## config.mk

```make
export PLATFORM = sky130hd
export DESIGN_NAME = pfq_align_top
export DESIGN_NICKNAME = d
export VERILOG_FILES = /design/src/rtl/pfq_pkg.sv /design/src/rtl/pfq_rows.sv /design/src/rtl/pfq_rotate.sv /design/src/rtl/pfq_track.sv /design/src/rtl/pfq_align_top.sv
export SDC_FILE = /design/constraint.sdc
export NUM_CORES = 1
export LEC_CHECK = 0
export BUFFER_PORTS_ARGS = -buffer_cell sky130_fd_sc_hd__buf_2
export CORE_MARGIN = 2
export CORE_UTILIZATION = 35
export CTS_CLUSTER_DIAMETER = 60
export DETAILED_ROUTE_END_ITERATION = 16
export GPL_TIMING_DRIVEN = 0
export PLACE_DENSITY_LB_ADDON = 0.12
export SLEW_MARGIN = 20
export SYNTH_ARGS = -nofsm -noshare
export SYNTH_HDL_FRONTEND = slang
export SYNTH_SLANG_ARGS = --single-unit
export TNS_END_PERCENT = 30
```

## constraint.sdc

```tcl
create_clock -name clk -period 3.1 [get_ports clk]
set_input_delay 0.31 -clock clk [delete_from_list [all_inputs] [get_ports clk]]
set_output_delay 0.31 -clock clk [all_outputs]
set_load 0.005 [all_outputs]
```

## src/rtl/pfq_pkg.sv

```systemverilog
package pfq_pkg;

    typedef enum logic [1:0] {
        Q_EMPTY   = 2'd0,
        Q_PARTIAL = 2'd1,
        Q_FULL    = 2'd2
    } qstate_t;

    localparam int LANES = 4;
    localparam int LANE_W = 8;
    localparam int WORD_W = LANES * LANE_W;

    // width code to byte count: 0 -> 1, 1 -> 2, otherwise 4
    function automatic logic [2:0] size_bytes(input logic [1:0] code);
        case (code)
            2'd0:    size_bytes = 3'd1;
            2'd1:    size_bytes = 3'd2;
            default: size_bytes = 3'd4;
        endcase
    endfunction

endpackage

```

## src/rtl/pfq_rows.sv

```systemverilog
module pfq_rows #(
    parameter int ROWS = 4,
    parameter int RW = $clog2(ROWS)
) (
    input  logic                       clk,
    input  logic                       rst_n,
    input  logic                       we,
    input  logic [RW-1:0]              wrow,
    input  logic [pfq_pkg::WORD_W-1:0] wdata,
    input  logic [RW-1:0]              rrow,
    output logic [pfq_pkg::WORD_W-1:0] cur_row,
    output logic [pfq_pkg::WORD_W-1:0] nxt_row
);
    logic [pfq_pkg::WORD_W-1:0] store [ROWS];
    logic [RW-1:0] rrow_next;

    genvar g;
    generate
        for (g = 0; g < ROWS; g++) begin : g_row
            always_ff @(posedge clk or negedge rst_n) begin
                if (!rst_n)
                    store[g] <= '0;
                else if (we && (wrow == RW'(g)))
                    store[g] <= wdata;
            end
        end
    endgenerate

    // second selector wraps from the last row to the first
    assign rrow_next = rrow + RW'(1);
    assign cur_row   = store[rrow];
    assign nxt_row   = store[rrow_next];
endmodule

```

## src/rtl/pfq_rotate.sv

```systemverilog
module pfq_rotate (
    input  logic [pfq_pkg::WORD_W-1:0] cur_row,
    input  logic [pfq_pkg::WORD_W-1:0] nxt_row,
    input  logic [1:0]                 ofs,
    output logic [pfq_pkg::WORD_W-1:0] aligned
);
    import pfq_pkg::*;

    logic [WORD_W-1:0] drv [LANES];

    genvar o, j;
    generate
        for (o = 0; o < LANES; o++) begin : g_drv
            logic [WORD_W-1:0] mix;
            // lanes below the offset are taken from the following row
            for (j = 0; j < LANES; j++) begin : g_lane
                if (j < o) begin : g_nxt
                    assign mix[j*LANE_W +: LANE_W] = nxt_row[j*LANE_W +: LANE_W];
                end else begin : g_cur
                    assign mix[j*LANE_W +: LANE_W] = cur_row[j*LANE_W +: LANE_W];
                end
            end
            if (o == 0) begin : g_r0
                assign drv[o] = mix;
            end else begin : g_rn
                assign drv[o] = {mix[o*LANE_W-1:0], mix[WORD_W-1:o*LANE_W]};
            end
        end
    endgenerate

    assign aligned = drv[ofs];
endmodule

```

## src/rtl/pfq_track.sv

```systemverilog
module pfq_track #(
    parameter int DEPTH = 16,
    parameter int PW = $clog2(DEPTH),
    parameter int OW = $clog2(DEPTH + 1),
    parameter int RW = PW - 2
) (
    input  logic          clk,
    input  logic          rst_n,
    input  logic          flush,
    input  logic          wr_en,
    input  logic [2:0]    consume,
    output logic [PW-1:0] rd_ptr,
    output logic [RW-1:0] wr_row,
    output logic [OW-1:0] occ,
    output logic          wr_ok,
    output logic          empty,
    output logic          full
);
    import pfq_pkg::*;

    qstate_t state, state_nx;
    logic [OW-1:0] occ_nx;
    logic          cons_ok;

    assign wr_ok   = !flush && wr_en && ((OW'(DEPTH) - occ) >= OW'(LANES));
    assign cons_ok = !flush && (consume != 3'd0) && (consume <= 3'd4)
                     && (OW'(consume) <= occ);

    always_comb begin
        occ_nx = occ;
        if (flush)
            occ_nx = '0;
        else
            occ_nx = occ + (wr_ok ? OW'(LANES) : OW'(0)) - (cons_ok ? OW'(consume) : OW'(0));
        if (occ_nx == '0)
            state_nx = Q_EMPTY;
        else if (occ_nx == OW'(DEPTH))
            state_nx = Q_FULL;
        else
            state_nx = Q_PARTIAL;
    end

    always_ff @(posedge clk or negedge rst_n) begin
        if (!rst_n) begin
            state  <= Q_EMPTY;
            occ    <= '0;
            rd_ptr <= '0;
            wr_row <= '0;
        end else begin
            state <= state_nx;
            occ   <= occ_nx;
            if (flush) begin
                rd_ptr <= '0;
                wr_row <= '0;
            end else begin
                if (cons_ok) rd_ptr <= rd_ptr + PW'(consume);
                if (wr_ok)   wr_row <= wr_row + RW'(1);
            end
        end
    end

    always_comb begin
        empty = 1'b0;
        full  = 1'b0;
        unique case (state)
            Q_EMPTY:   empty = 1'b1;
            Q_PARTIAL: ;
            Q_FULL:    full = 1'b1;
            default:   ;
        endcase
    end
endmodule

```

## src/rtl/pfq_align_top.sv

```systemverilog
module pfq_align_top #(
    parameter int ROWS = 4,
    localparam int DEPTH = ROWS * pfq_pkg::LANES,
    localparam int PW = $clog2(DEPTH),
    localparam int OW = $clog2(DEPTH + 1),
    localparam int RW = $clog2(ROWS)
) (
    input  logic        clk,
    input  logic        rst_n,
    input  logic        flush,
    input  logic        wr_en,
    input  logic [31:0] wr_data,
    input  logic        rd_req,
    input  logic [1:0]  rd_size,
    input  logic [2:0]  consume,
    output logic [31:0] rd_data,
    output logic [7:0]  opcode_byte,
    output logic        rd_valid,
    output logic [4:0]  occupancy,
    output logic        empty,
    output logic        full
);
    import pfq_pkg::*;

    logic [PW-1:0]     rd_ptr;
    logic [RW-1:0]     wr_row;
    logic [OW-1:0]     occ;
    logic              wr_ok;
    logic [WORD_W-1:0] cur_row, nxt_row, aligned;
    logic [2:0]        nbytes;

    pfq_track #(.DEPTH(DEPTH)) u_track (
        .clk(clk), .rst_n(rst_n), .flush(flush), .wr_en(wr_en),
        .consume(consume), .rd_ptr(rd_ptr), .wr_row(wr_row), .occ(occ),
        .wr_ok(wr_ok), .empty(empty), .full(full)
    );

    pfq_rows #(.ROWS(ROWS)) u_rows (
        .clk(clk), .rst_n(rst_n), .we(wr_ok), .wrow(wr_row), .wdata(wr_data),
        .rrow(rd_ptr[PW-1:2]), .cur_row(cur_row), .nxt_row(nxt_row)
    );

    pfq_rotate u_rot (
        .cur_row(cur_row), .nxt_row(nxt_row), .ofs(rd_ptr[1:0]), .aligned(aligned)
    );

    assign nbytes      = size_bytes(rd_size);
    assign rd_valid    = rd_req && (occ >= OW'(nbytes));
    assign opcode_byte = aligned[7:0];
    assign occupancy   = 5'(occ);

    always_comb begin
        rd_data = aligned;
        case (rd_size)
            2'd0:    rd_data[31:8]  = '0;
            2'd1:    rd_data[31:16] = '0;
            default: ;
        endcase
    end
endmodule

```

Word-level counts from Yosys, hierarchy flattened. Index checks and enable logic that the tools add are counted.

Flip-flop bits (word level): 141. Input port bits: 42. Logic and storage cells: 72.

$add $sub $neg: 6. Order comparisons: 7. Eq/ne operators: 6. Mux-type cells: 23. Bitwise gates (word level): 3. Reduce and logical (&&, ||, !) cells: 19.

Operators by type and width (count): $bmux W32 S2 (3); $mux W32 (4); $mux W24 (2); $mux W16 (1); $logic_and A1 B1 Y1 (10); $ge A3 B3 Y1 const B (3); $not A2 Y3 (3); $mux W2 (4); $mux W4 (2); $mux W8 (1); $eq A2 B2 Y1 const B (3); $logic_not A2 Y1 (3); $mux W3 (2); $pmux W3 S2 (1); $add A5 B5 Y5 (1); $eq A5 B5 Y1 const B (1); $ge A5 B3 Y1 (1); $ge A5 B3 Y1 const B (1); $le A3 B5 Y1 (1); $logic_not A5 Y1 (1); $mux W5 (1); $sub A5 B5 Y5 (1); $sub A5 B5 Y5 const A (1); $add A2 B1 Y2 const B (2); 8 further kinds (11).

Depth between registers and ports, before layout. Gate-level depths: netlist of run 1.

Depth in word-level cells: 10. Depth in mapped cells: 14. Mapped depth without buffers: 14.

By module. Synthesis of run 1 repeated with hierarchy kept, for this count alone.

Cell total of the unflattened synthesis: 532. Area, all modules: 8369.3 µm².

Modules (own cells, without submodules): pfq_rows (times used 1, cells each 350, area an instance 6291.0 µm²); pfq_track (times used 1, cells each 98, area an instance 923.4 µm²); pfq_rotate (times used 1, cells each 40, area an instance 824.5 µm²); pfq_align_top (times used 1, cells each 44, area an instance 330.3 µm²).

Worst setup path before layout of run 1. No wires, ideal clock.

Path kind: flip-flop to flip-flop. From: reg u_track.occ[1]. To: reg u_track.state[1]. Setup time: 0.086 ns. Arrival: 3.146 ns. Data required time: 3.014 ns. Slack: -0.132 ns. Stages on the path, launching flop included: 15. Period minus slack after synthesis: 3.232 ns. Path through: dfrtp_1 -> inv_1 -> ha_1 -> nor2b_1 -> o21a_1 -> o211a_1 -> nor2_1 -> nand2_1 -> ha_1 -> ha_1 -> fa_1 -> xnor2_1 -> nor2_1 -> or4_1 -> nor3_1.

Word-level cells in the longest chain between the ends: 10. Elaborated cells on any way between the ends: 14. Classes of those cells: add/sub: 3; order compare: 2; eq/ne: 1; mux: 5; reduce/logical: 3.

Ends and longest elaborated chain: start, declared (RTL line pfq_track.sv:14) `output logic [OW-1:0] occ,`; start signal, assigned (RTL line pfq_track.sv:51) `occ <= occ_nx;`; $sub A5 B5 Y5 (RTL line pfq_track.sv:25) `assign wr_ok = !flush && wr_en && ((OW'(DEPTH) - occ) >= OW'(LANES));`; $ge A5 B3 Y1 (RTL line pfq_track.sv:25); $logic_and A1 B1 Y1 (RTL line pfq_track.sv:25); $mux W3 (RTL line pfq_track.sv:34) `occ_nx = occ + (wr_ok ? OW'(LANES) : OW'(0)) - (cons_ok ? OW'(consume) : OW'(0));`; $add A5 B5 Y5 (RTL line pfq_track.sv:34); $sub A5 B5 Y5 (*) (RTL line pfq_track.sv:34); $mux W5 (*) (RTL line pfq_track.sv:31) `if (flush)`; net u_track.occ_nx[3] (RTL line pfq_track.sv:22) `logic [OW-1:0] occ_nx;`; $eq A5 B5 Y1 (RTL line pfq_track.sv:37) `else if (occ_nx == OW'(DEPTH))`; $mux W2 (RTL line pfq_track.sv:37); $mux W2 (*) (RTL line pfq_track.sv:35) `if (occ_nx == '0)`; net u_track.state_nx[1] (RTL line pfq_track.sv:21) `qstate_t state, state_nx;`; end signal, assigned (RTL line pfq_track.sv:50) `state <= state_nx;`; end, declared (RTL line pfq_track.sv:21).

Mark *: on every way through the listed nets, which the timed path passes. The rest lies on a longest branch. A chain may end at the register's enable or synchronous reset.

Worst setup path in the final report of run 1. Same ends and word-level chain as after synthesis.

==> results of run 1 <==
## kinds of logic after synthesis
family | count (synthesis) | synth area share
flip-flops | 141 | 0.441
buffers and inverters | 63 | 0.0473
multiplexers | 225 | 0.389
AND/OR/NAND/NOR | 45 | 0.0296
adder cells (fa/ha/maj) | 23 | 0.0388
AO/OA/AOI/OAI | 62 | 0.0491
XOR/XNOR | 4 | 0.00438
## sequential cells by signal, summed over array words and instances (netlist names)
register        cells
u_track.rd_ptr      4
u_track.state       2
u_rows.store      128
u_track.occ         5
u_track.wr_row      2
## layer usage
metal  vias to the layer above  GRT usage
met2                       161      0.344
met5                         -          0
met1                      2937      0.262
li1                       2381          -
met4                         0     0.0723
met3                        33     0.0418
## worst max-delay path by stage
stage,start,slack [ps],end,depth (start not counted)
after global placement,consume[1],-340,u_track.state[1],14
after CTS,u_track.occ[1],-70,u_track.state[1],14
after global routing,u_track.occ[1],-200,u_track.state[1],13
after detailed placement,u_track.occ[1],-410,u_track.state[1],14
final,u_track.occ[1],-60,u_track.state[1],14
after floorplan,u_track.occ[1],-70,u_track.state[1],14
## timing repair
| action | CTS | global route |
|---|---|---|
| endpoints found under the setup margin | 11 | 11 |
| endpoints found under the hold margin | 43 | 0 |
| hold buffers | 1 | 0 |
| pin swaps | 9 | 2 |
| setup buffers | 5 | 4 |
| resized for setup | 11 | 9 |
## area by class of cell
type	instances	area [sq um]
fillers	2089	13000
flip-flops and latches	141	3530
clock buffers	18	439
multi-input cells	359	4140
plain buffers	44	333
clock inverters	14	110
inverters	19	71.3
well taps	285	357
repair buffers	100	561
## stage by stage
step | setup WS (ps) | total power [mW]
2_1_floorplan | -72.5 | 5.57
3_3_place_gp | -339 | 6.74
3_5_place_dp | -408 | 6.90
4_1_cts | -72.8 | 8.94
5_1_grt | -205 | 9.47
6_report | -61.2 | 8.92
## cell usage in the layout, fill, tap and decap left out, types with 2 or more instances in the layout
| cell type | synthesis | final |
|---|---|---|
| clkbuf_1 | 11 | 10 |
| dfrtp_1 | 141 | 141 |
| nor2_1 | 10 | 9 |
| a21oi_1 | 14 | 14 |
| mux2_2 | 128 | 128 |
| o21ai_1 | 1 | 2 |
| clkinv_2 | 0 | 2 |
| clkinvlp_4 | 0 | 4 |
| o21ai_0 | 4 | 3 |
| nand4_1 | 2 | 2 |
| a211oi_1 | 9 | 9 |
| inv_2 | 0 | 3 |
| fa_1 | 3 | 2 |
| inv_6 | 0 | 5 |
| xnor2_1 | 4 | 4 |
| clkinv_4 | 0 | 3 |
| buf_6 | 12 | 14 |
| nand2_1 | 10 | 10 |
| a22o_1 | 2 | 2 |
| a21o_1 | 2 | 2 |
| o22ai_1 | 24 | 24 |
| buf_2 | 11 | 92 |
| inv_1 | 19 | 16 |
| clkbuf_4 | 0 | 4 |
| nor2b_1 | 12 | 11 |
| clkbuf_16 | 0 | 17 |
| buf_4 | 10 | 20 |
| mux2i_1 | 41 | 41 |
| mux4_2 | 56 | 56 |
| nor3_1 | 3 | 2 |
| ha_1 | 20 | 18 |
| nand3_1 | 2 | 2 |
## report_power, final
part           total (mW)  internal [mW]  switching, mW
combinational        3.85           2.11           1.74
clock                1.90           1.05          0.848
sequential           3.17           2.64          0.535
total                8.92           5.80           3.12
==> key figures, run 1 <==
Timing
  – Hold slack: 145 ps
  – Clock Skews: 9.08 ps
  – Fin crit share: 1.02
  – RSZ-0062 raised after global routing: true
  – Fin. max-slew vios: 0
  – Final Worst Setup Slack: -61.2 ps
  – Tmin final: approximately 3200 ps
  – Setup TNS: -62.2 ps
  – Slew @ Worst Pin: 910 ps
  – F_max: approximately 320 MHz
  – Slew Limit Headroom: 0.390
  – Final setup viols: 2
  – Final hold viol count: 0

Worst setup path
  – Top delay family on crit path: adder cells
  – CP peak stage delay: about 530 ps
  – CP bufs+invs: 1
  – Reg2Reg Depth: 14
  – Worst R2R Setup Slack: -60 ps
  – Crit path cell chain: inv_2 -> ha_4 -> nor2b_4 -> o21a_1 -> o211a_4 -> nor2_4 -> nand2_1 -> ha_1 -> ha_2 -> fa_2 -> xnor2_1 -> nor2_1 -> or4_4 -> nor3_2
  – Crit path max fanout: 3
  – Reg2reg start: u_track.occ[1]
  – Setup CP Type: reg -> reg
  – CP Capture Type: register
  – Critical Path RT: around 3500 ps
  – CP Launch Type: register
  – WP data arrival: between 3000 and 4000 ps
  – FF-to-FF End: u_track.state[1]
  – Slowest CP cell: or4_4

Drt
  – Via Count: 5512
  – WL met2: around 12000 microns
  – Final wirelength: 23300 microns
  – DRT iter0 DRCs: 275
  – Mean routed wirelength per cell: 23.8 microns
  – Top routing layer in use: met4
  – Met3 wire length: slightly above 1000 microns
  – Drc violations: 0
  – Drt first pass iters: 5
  – Routed Antenna Nets: 0
  – M1 WL: between 10000 and 15000 microns
  – Avg Vias per Cell: 5.62

Synth
  – Async set-reset flop share out of synthesis: 1.00
  – Post-synth EDFFs: 0
  – Post-synth cell types: 36
  – Netlist Area Pre-Place: 7990 sq um
  – Largest cells by area after synthesis: dfrtp_1, mux2_2, mux4_2, mux2i_1, ha_1
  – Top cell type's share of synthesized area: 0.441
  – Seq/Total Area, Yosys: 0.441
  – Most common cell in the netlist: dfrtp_1
  – Top FF cell, synth: dfrtp_1
  – Yosys Warn Count: 0
  – Yosys reg bits: roughly 140
  – Cells after Synth: between 500 and 600
  – Synthesized area per cell: 14.2 sq um
  – Post-synth top area cell: dfrtp_1
  – Net Count, Synth: roughly 630
  – Post-synth top cells: dfrtp_1, mux2_2, mux4_2

Clocking
  – CTS sink cnt: ~140
  – Worst skew pair latency: roughly 430 ps
  – CTS tree: yes
  – Root Buffer: clkbuf_16
  – H-tree level count: 4
  – Longest Clk Path Bufs: 2
  – Num CTS Buffers: 17
  – CTS clk-pin slew, worst paths: 60 ps

GRT
  – Initial antenna violation count: 0
  – Global route overflow: 0
  – Vias in the first global route: just under 6000
  – Largest net degree at the start of global routing: between 90 and 100
  – Global-route wire length before repair: between 30000 and 40000 microns
  – Total track usage: 0.204

Outcome
  – Failing checks: negative setup slack
  – Status: complete, but fails checks

Power and ir drop
  – Peak supply drop: approximately 310 uV
  – Leak: 4.14 nW
  – PwrDens: ~940 nW/um^2

Floorplan
  – Row cnt: 55
  – Initial Util: 0.355
  – Total core area: between 20000 and 25000 sq um
  – Boundary pin count: 90
  – Die area: ~24000 sq um
  – Die Ht: around 160 microns
  – Die X: about 160 microns

Worst hold path
  – Cells on Worst Hold Path: 2
  – Hold Startpoint: wr_data[16]
  – Worst hold-check path type: in -> reg
  – Worst hold path endpoint: u_rows.store[48]

Placement
  – Placed cell areas: 8840 sq um
  – Detailed Place HPWL: between 15000 and 20000 microns
  – Dpl cells: 938
  – Buffers added on ports: ~90
  – Placer's final routability congestion estimate: about 0.80

Final layout
  – Area Overhead vs Synth: 19.3%
  – Diode count: 0
  – Final core occ: 0.424
  – Final Non-Filler Cells: 980
  – Share of cells above drive strength 1: 0.519
  – Post-route cell area: around 9500 sq um
  – Fin nets: 747

Flow run
  – Max Cap Viol: 0
No activity file was read; power rests on OpenSTA's default activity.
==> run 2, diff against run 1 <==
--- a/config.mk
+++ b/config.mk
@@ -5,6 +5,7 @@
 export SDC_FILE = /design/constraint.sdc
 export NUM_CORES = 1
 export LEC_CHECK = 0
+export ABC_AREA = 1
 export BUFFER_PORTS_ARGS = -buffer_cell sky130_fd_sc_hd__buf_2
 export CORE_MARGIN = 2
 export CORE_UTILIZATION = 35
@@ -12,6 +13,7 @@
 export DETAILED_ROUTE_END_ITERATION = 16
 export GPL_TIMING_DRIVEN = 0
 export PLACE_DENSITY_LB_ADDON = 0.12
+export RECOVER_POWER = 100
 export SLEW_MARGIN = 20
 export SYNTH_ARGS = -nofsm -noshare
 export SYNTH_HDL_FRONTEND = slang
==> run 2 against run 1 <==
The flow finishes with violations (max-capacitance violations, max-slew violations); routed wire length rose by 60%; die area rose by 13%; non-clock buffer count rose by 44; via count rose by 73%; synthesized cell count rose by 140%; sequential share of layout area fell by 3.2 points; critical path depth fell by 3; clock power rose by 5%; combinational power rose by 75%; maximum frequency rose by 4.1%; largest cell class unchanged; highest routed layer unchanged.
==> key figures, run 2 <==
Worst setup path
  – Reg2Reg Depth: 17 (was 14)
  – Reg2reg start: u_track.occ[2] (was u_track.occ[1])
  – FF-to-FF End: u_track.state[1] (unchanged)
  – WP data arrival: 2730 ps (was 3510 ps)
  – Crit path max fanout: 10 (was 3)
  – CP Launch Type: register (unchanged)
  – Critical Path RT: 2790 ps (was 3450 ps)
  – Setup CP Type: reg -> out (was reg -> reg)
  – CP Capture Type: primary output (was register)
  – Worst R2R Setup Slack: 240 ps (was -60 ps)

Power and ir drop
  – PwrDens: 1150 nW/um^2 (was 936 nW/um^2)
  – Peak supply drop: 424 uV (was 306 uV)
  – Sequential share of power: 0.274 (was 0.356)
  – Switch Pwr: 6.04 mW (was 3.12 mW)
  – Clock network power share: 0.166 (was 0.213)
  – Comb pwr share: 0.559 (was 0.431)
  – Leak: 5.41 nW (was 4.14 nW)
  – Sw frac: 0.503 (was 0.350)
  – Int Power: 5.97 mW (was 5.80 mW)

Final layout
  – Biggest regs: u_rows.store x128, u_track.occ x5, u_track.rd_ptr x4 (unchanged)
  – Commonest non-fill, non-tap cells in the layout: nand2_1, o21ai_0, dfrtp_1, nand3_1, buf_2 (was dfrtp_1, mux2_2, buf_2, mux4_2, mux2i_1)
  – Fin nets: 1544 (was 747)
  – Final core occ: 0.412 (was 0.424)
  – Share of cells above drive strength 1: 0.107 (was 0.519)
  – Largest register by flop count: u_rows.store (unchanged)
  – Diode count: 0 (unchanged)
  – Flip-flop count of the largest register after layout: 128 (unchanged)
  – Area Overhead vs Synth: 14.7% (was 19.3%)
  – Commonest non-fill, non-tap cell in the layout: nand2_1 (was dfrtp_1)

Drt
  – Avg Vias per Cell: 5.22 (was 5.62)
  – Final wirelength: 37200 microns (was 23300 microns)
  – Routed Antenna Nets: 0 (unchanged)
  – Drt first pass iters: 5 (unchanged)
  – Drc violations: 0 (unchanged)
  – DRT iter0 DRCs: 1093 (was 275)
  – Via Count: 9517 (was 5512)
  – Mean routed wirelength per cell: 20.4 microns (was 23.8 microns)

Timing
  – RSZ-0062 raised after global routing: true (unchanged)
  – Fin. max-slew vios: 75 (was 0)
  – Slew @ Worst Pin: 1980 ps (was 910 ps)
  – Setup TNS: 0 ps (was -62.2 ps)
  – Final Worst Setup Slack: 64.7 ps (was -61.2 ps)
  – Clock Skews: 11.4 ps (was 9.08 ps)
  – Slew Limit Headroom: -0.321 (was 0.390)
  – Tmin final: 3040 ps (was 3160 ps)
  – Final hold viol count: 0 (unchanged)
  – F_max: 329 MHz (was 316 MHz)
  – Final setup viols: 0 (was 2)
  – Fin crit share: 0.979 (was 1.02)
  – Hold slack: 115 ps (was 145 ps)

Placement
  – Worst slack at placement: 158 ps (was -408 ps)
  – Detailed Place HPWL: 27600 microns (was 16700 microns)
  – Buffers added on ports: 88 (was 89)
  – Placer's final routability congestion estimate: 0.988 (was 0.802)

Flow run
  – Max Cap Viol: 1 (was 0)

Synth
  – Largest cells by area after synthesis: dfrtp_1, nand2_1, o21ai_0, nand3_1, ha_1 (was dfrtp_1, mux2_2, mux4_2, mux2i_1, ha_1)
  – Synthesized area per cell: 6.64 sq um (was 14.2 sq um)
  – Top cell type's share of synthesized area: 0.388 (was 0.441)
  – Post-synth cell types: 25 (was 36)
  – Netlist Area Pre-Place: 9090 sq um (was 7990 sq um)
  – Most common cell in the netlist: nand2_1 (was dfrtp_1)
  – Seq/Total Area, Yosys: 0.388 (was 0.441)
  – Net Count, Synth: 1435 (was 628)
  – Post-synth top cells: nand2_1, dfrtp_1, o21ai_0 (was dfrtp_1, mux2_2, mux4_2)
  – Cells after Synth: 1370 (was 563)
  – Post-synth EDFFs: 0 (unchanged)
  – Top FF cell, synth: dfrtp_1 (unchanged)
  – Async set-reset flop share out of synthesis: 1.00 (unchanged)
  – Yosys Warn Count: 0 (unchanged)
  – Post-synth top area cell: dfrtp_1 (unchanged)
  – Yosys reg bits: 141 (unchanged)

Clocking
  – H-tree level count: 4 (unchanged)
  – Worst skew pair latency: 440 ps (was 430 ps)
  – CTS tree: yes (unchanged)
  – Setup bufs post-CTS: 0 (was 5)
  – CTS sink cnt: 141 (unchanged)
  – CTS clk-pin slew, worst paths: 60 ps (about the same)
  – Num CTS Buffers: 17 (unchanged)
  – Longest Clk Path Bufs: 2 (unchanged)
  – Root Buffer: clkbuf_16 (unchanged)

Floorplan
  – Row cnt: 58 (was 55)
  – Boundary pin count: 90 (unchanged)
  – Die area: 27300 sq um (was 24100 sq um)
  – Die Ht: 165 microns (was 155 microns)
  – Die X: 165 microns (was 155 microns)
  – Total core area: 25300 sq um (was 22500 sq um)
  – Initial Util: 0.359 (was 0.355)

Worst hold path
  – Worst hold path endpoint: u_track.occ[0] (was u_rows.store[48])
  – Worst hold-check path type: in -> reg (unchanged)
  – Hold Startpoint: flush (was wr_data[16])
  – Cells on Worst Hold Path: 2 (unchanged)

GRT
  – Global route overflow: 0 (unchanged)
  – Largest net degree at the start of global routing: 76 (was 99)
  – Total track usage: 0.281 (was 0.204)
  – Initial antenna violation count: 0 (unchanged)
  – Global-route wire length before repair: 56100 microns (was 36100 microns)
  – Vias in the first global route: 8988 (was 5939)

Outcome
  – Status: complete, but fails checks (unchanged)
  – Failing checks: max-capacitance violations, max-slew violations (was negative setup slack)
==> run 2: timing repair <==
action                                  4_1_cts  5_1_grt
hold buffers                                  1        0
resized for setup                             0        3
hold endpoints to repair                     74        0
endpoints found under the setup margin        0        7
==> run 2: kinds of logic after synthesis <==
group	after synthesis	share of synthesized area
adders and majority gates	23	0.0341
DFF	141	0.388
buffers and inverters	165	0.0930
AOI/OAI and AO/OA	226	0.125
xor gates and xnor gates	2	0.00193
and+or+nand+nor	813	0.358
==> run 2: final cells by class <==
type,instances,area [sq um]
multi-input cells,1064,4700
clock inverters,13,116
repair buffers,90,452
flip-flops and latches,141,3530
plain buffers,98,524
fillers,2780,14900
clock buffers,19,443
well taps,330,413
inverters,67,251
==> run 2: worst max path at each step <==
stage / startpoint / end / slack, ps / depth (start not counted)
global route: u_track.occ[2] / u_track.state[1] / -50 / 17
finish: u_track.rd_ptr[2] / rd_data[5] / 60 / 11
global placement: rst_n / u_rows.store[56] / -510 / 1
floorplan: u_track.occ[2] / u_track.state[1] / 430 / 17
detailed placement: u_track.occ[1] / u_track.state[1] / 160 / 17
CTS: u_track.rd_ptr[0] / rd_data[6] / 90 / 9
==> run 2: worst max-delay path, stage by stage (launching register included) <==
cell and delay, ps:
dfrtp_1 440, inv_2 90, clkbuf_2 210, clkbuf_2 390
nand2_1 90, nand3_1 110, nand2_1 70, nand2_1 60
nand2_1 140, o21ai_1 400, buf_4 180, buf_2 100
==> run 2: power groups by stage <==
stage                     Sequential [mW]  Combinational, mW  Clock (mW)
after floorplan                      3.09               4.21           0
after global placement               3.30               6.60           0
after detailed placement             3.29               6.68           0
after CTS                            3.29               6.69        2.03
after global routing                 3.40               7.40        2.11
final                                3.30               6.72        2.00
==> run 2: layer usage <==
metal / global-route usage / wire [microns]
met1: 0.401 / 16800
met2: 0.442 / 16700
met3: 0.0325 / 2510
met4: 0.0984 / 1060
met5: 0 / 0
==> run 2: per-stage QoR <==
step	instance area (sq um)	instances	power (mW)
floorplan	9090	1370	7.30
global placement	9940	1788	9.90
detailed placement	9980	1789	9.97
CTS	10600	1822	12.0
global route	10400	1822	12.9
finish	10400	1822	12.0
==> run 3, diff against run 2 <==
==> constraint.sdc (replaced) <==
create_clock -name clk -period 3.1 [get_ports clk]
set_input_delay 0.93 -clock clk [delete_from_list [all_inputs] [get_ports clk]]
set_output_delay 0.93 -clock clk [all_outputs]
set_load 0.005 [all_outputs]
==> run 3 against run 2 <==
The run ends with max-capacitance violations, max-slew violations, negative setup slack left; sequential cell count did not move; utilization rose by 3.8 points; clock-buffer cell count fell by 2; routed wire length rose by 1.9%; total power rose by 12%; maximum frequency fell by 3.8%; critical path type unchanged.
==> key figures, run 3 (synthesized netlist as in run 2, its figures left out) <==
Floorplan
  – Total core area: 25300 sq um (unchanged)
  – Die Ht: 165 microns (unchanged)
  – Boundary pin count: 90 (unchanged)
  – Initial Util: 0.359 (unchanged)
  – Die area: 27300 sq um (unchanged)
  – Die X: 165 microns (unchanged)
  – Row cnt: 58 (unchanged)

Clocking
  – Cts hold-fix bufs: 0 (was 1)
  – Root Buffer: clkbuf_16 (unchanged)
  – CTS clk-pin slew, worst paths: 60 ps (about the same)
  – Num CTS Buffers: 17 (unchanged)
  – H-tree level count: 4 (unchanged)
  – Longest Clk Path Bufs: 2 (unchanged)
  – CTS tree: yes (unchanged)
  – CTS sink cnt: 141 (unchanged)
  – Worst skew pair latency: 430 ps (was 440 ps)

Worst setup path
  – Setup CP Type: reg -> out (unchanged)
  – Reg2Reg Depth: 14 (was 17)
  – CP peak stage delay: 470 ps (was 440 ps)
  – Worst path most repeated cell: nand2_1 (unchanged)
  – Slowest CP cell: dfrtp_2 (was dfrtp_1)
  – FF-to-FF End: u_track.state[1] (unchanged)
  – CP Launch Type: register (unchanged)
  – Reg2reg start: u_track.occ[1] (was u_track.occ[2])
  – CP Capture Type: primary output (unchanged)
  – Worst R2R Setup Slack: 250 ps (was 240 ps)
  – WP data arrival: 2220 ps (was 2730 ps)
  – Crit path max fanout: 8 (was 10)
  – Crit path cell chain: inv_4 -> buf_12 -> clkbuf_16 -> nand2_1 -> nand3_2 -> nand2_1 -> nand2_1 -> nand2_2 -> nand2_1 -> nand2_1 -> nor2_2 -> buf_2 (was inv_2 -> clkbuf_2 -> clkbuf_2 -> nand2_1 -> nand3_1 -> nand2_1 -> nand2_1 -> nand2_1 -> o21ai_1 -> buf_4 -> buf_2)
  – Critical Path RT: 2170 ps (was 2790 ps)

Final layout
  – Final Non-Filler Cells: 1827 (was 1822)
  – Largest register by flop count: u_rows.store (unchanged)
  – Biggest regs: u_rows.store x128, u_track.occ x5, u_track.rd_ptr x4 (unchanged)
  – Post-route cell area: 11400 sq um (was 10400 sq um)
  – Flip-flop count of the largest register after layout: 128 (unchanged)
  – Commonest non-fill, non-tap cells in the layout: nand2_1, dfrtp_1, o21ai_0, nand3_1, buf_2 (was nand2_1, o21ai_0, dfrtp_1, nand3_1, buf_2)
  – Share of cells above drive strength 1: 0.224 (was 0.107)
  – Area Overhead vs Synth: 25.3% (was 14.7%)
  – Diode count: 0 (unchanged)
  – Fin nets: 1551 (was 1544)
  – Commonest non-fill, non-tap cell in the layout: nand2_1 (unchanged)
  – Filler Cell Count: 2688 (was 2780)

Timing
  – F_max: 317 MHz (was 329 MHz)
  – RSZ-0062 raised after global routing: true (unchanged)
  – Final setup viols: 19 (was 0)
  – Fin crit share: 1.02 (was 0.979)
  – Fin. max-slew vios: 63 (was 75)
  – Slew @ Worst Pin: 1670 ps (was 1980 ps)
  – Slew Limit Headroom: -0.112 (was -0.321)
  – Clock Skews: 9.53 ps (was 11.4 ps)
  – Final Worst Setup Slack: -54.3 ps (was 64.7 ps)
  – Tmin final: 3150 ps (was 3040 ps)
  – Final hold viol count: 0 (unchanged)

Power and ir drop
  – Peak supply drop: 464 uV (was 424 uV)
  – PwrDens: 1180 nW/um^2 (was 1150 nW/um^2)
  – Leak: 5.81 nW (was 5.41 nW)
  – Total power: 13.4 mW (was 12.0 mW)

GRT
  – Initial antenna violation count: 0 (unchanged)
  – Global route overflow: 0 (unchanged)
  – Vias in the first global route: 9066 (was 8988)
  – Total track usage: 0.283 (was 0.281)
  – Largest net degree at the start of global routing: 80 (was 76)
  – Global-route wire length before repair: 56300 microns (was 56100 microns)

Worst hold path
  – Hold Startpoint: u_rows.store[57] (was flush)
  – Cells on Worst Hold Path: 2 (unchanged)
  – Worst hold path endpoint: u_rows.store[57] (was u_track.occ[0])
  – Worst hold-check path type: reg -> reg (was in -> reg)

Drt
  – DRT iter0 DRCs: 1086 (was 1093)
  – Routed Antenna Nets: 0 (unchanged)
  – Via Count: 9683 (was 9517)
  – Drt first pass iters: 5 (unchanged)
  – Mean routed wirelength per cell: 20.7 microns (was 20.4 microns)
  – Avg Vias per Cell: 5.30 (was 5.22)
  – Drc violations: 0 (unchanged)
  – Final wirelength: 37900 microns (was 37200 microns)

Outcome
  – Status: complete, but fails checks (unchanged)
  – Failing checks: max-capacitance violations, max-slew violations, negative setup slack (was max-capacitance violations, max-slew violations)

Placement
  – Detailed Place HPWL: 27500 microns (was 27600 microns)
  – Worst slack at placement: -546 ps (was 158 ps)
  – Dpl cells: 1789 (unchanged)
  – Placer's final routability congestion estimate: 1.01 (was 0.988)
  – Placed cell areas: 9980 sq um (about the same)
  – Buffers added on ports: 88 (unchanged)

Flow run
  – Max Cap Viol: 1 (unchanged)
## run 3: cell types whose count changed in the layout (fill, tap and decap cells not counted), moves of 7 or more
cell	previous run	this run
buf_12	0	10
buf_6	8	15
clkbuf_1	63	37
nand2_1	628	567
nand2_2	3	59
nand3_1	123	89
nand3_2	0	34
nor2_1	54	33
nor2_2	0	21
o21ai_0	147	121
o21ai_1	31	46
## run 3: how the worst max path moves through the flow
stage | startpoint | endpoint | slack (ps) | cells after the start
floorplan | consume[2] | u_track.state[1] | -20 | 16
global placement | rst_n | u_rows.store[56] | -1140 | 1
detailed placement | rd_size[1] | rd_valid | -550 | 9
CTS | u_track.rd_ptr[2] | rd_data[20] | -50 | 11
global route | u_track.rd_ptr[2] | rd_data[23] | -140 | 12
finish | u_track.rd_ptr[2] | rd_data[20] | -50 | 12
## run 3: cell type report
cell class | count | area [sq um] | share of cell area
Buffer | 98 | 797 | 0.0700
Clock buffer | 17 | 425 | 0.0373
Clock inverter | 13 | 141 | 0.0124
Inverter | 67 | 259 | 0.0227
Multi-Input combinational cell | 1064 | 5220 | 0.458
Sequential cell | 141 | 3530 | 0.310
Tap cell | 330 | 413 | 0.0362
Timing Repair Buffer | 97 | 606 | 0.0532
## run 3: stage by stage
stage | utilization | TNS (ps) | hold WS, ps
6_report | 0.450 | -566 | 476
5_1_grt | 0.450 | -3040 | 502
4_1_cts | 0.434 | -498 | 445
3_5_place_dp | 0.394 | -3010 | 467
3_3_place_gp | 0.393 | -161540 | 460
2_1_floorplan | - | -16.4 | 446
## run 3: per-layer routing
layer | vias up | track usage | routed length, microns
met5 | - | 0 | 0
met2 | 405 | 0.441 | 17100
li1 | 4595 | - | -
met4 | 0 | 0.102 | 1100
met3 | 60 | 0.0375 | 2730
met1 | 4623 | 0.402 | 16900
## run 3: report_power, final
part           switching (mW)  internal (mW)  leakage, nW
clock network           0.868           1.18        0.272
logic                    5.16           2.92         3.76
registers               0.631           2.68         1.78
## run 3: worst max-delay path: cells and delay by family, from the launching register on
kind,cells,cell delay [ps]
buf+inv,4,610
flops,1,470
simple gates,8,690
## run 3: repair_timing
item,in CTS,in global routing
setup endpoints to repair,41,43
gates cloned,1,3
resized for setup,130,133
buffers inserted,2,2
pin swaps,14,34
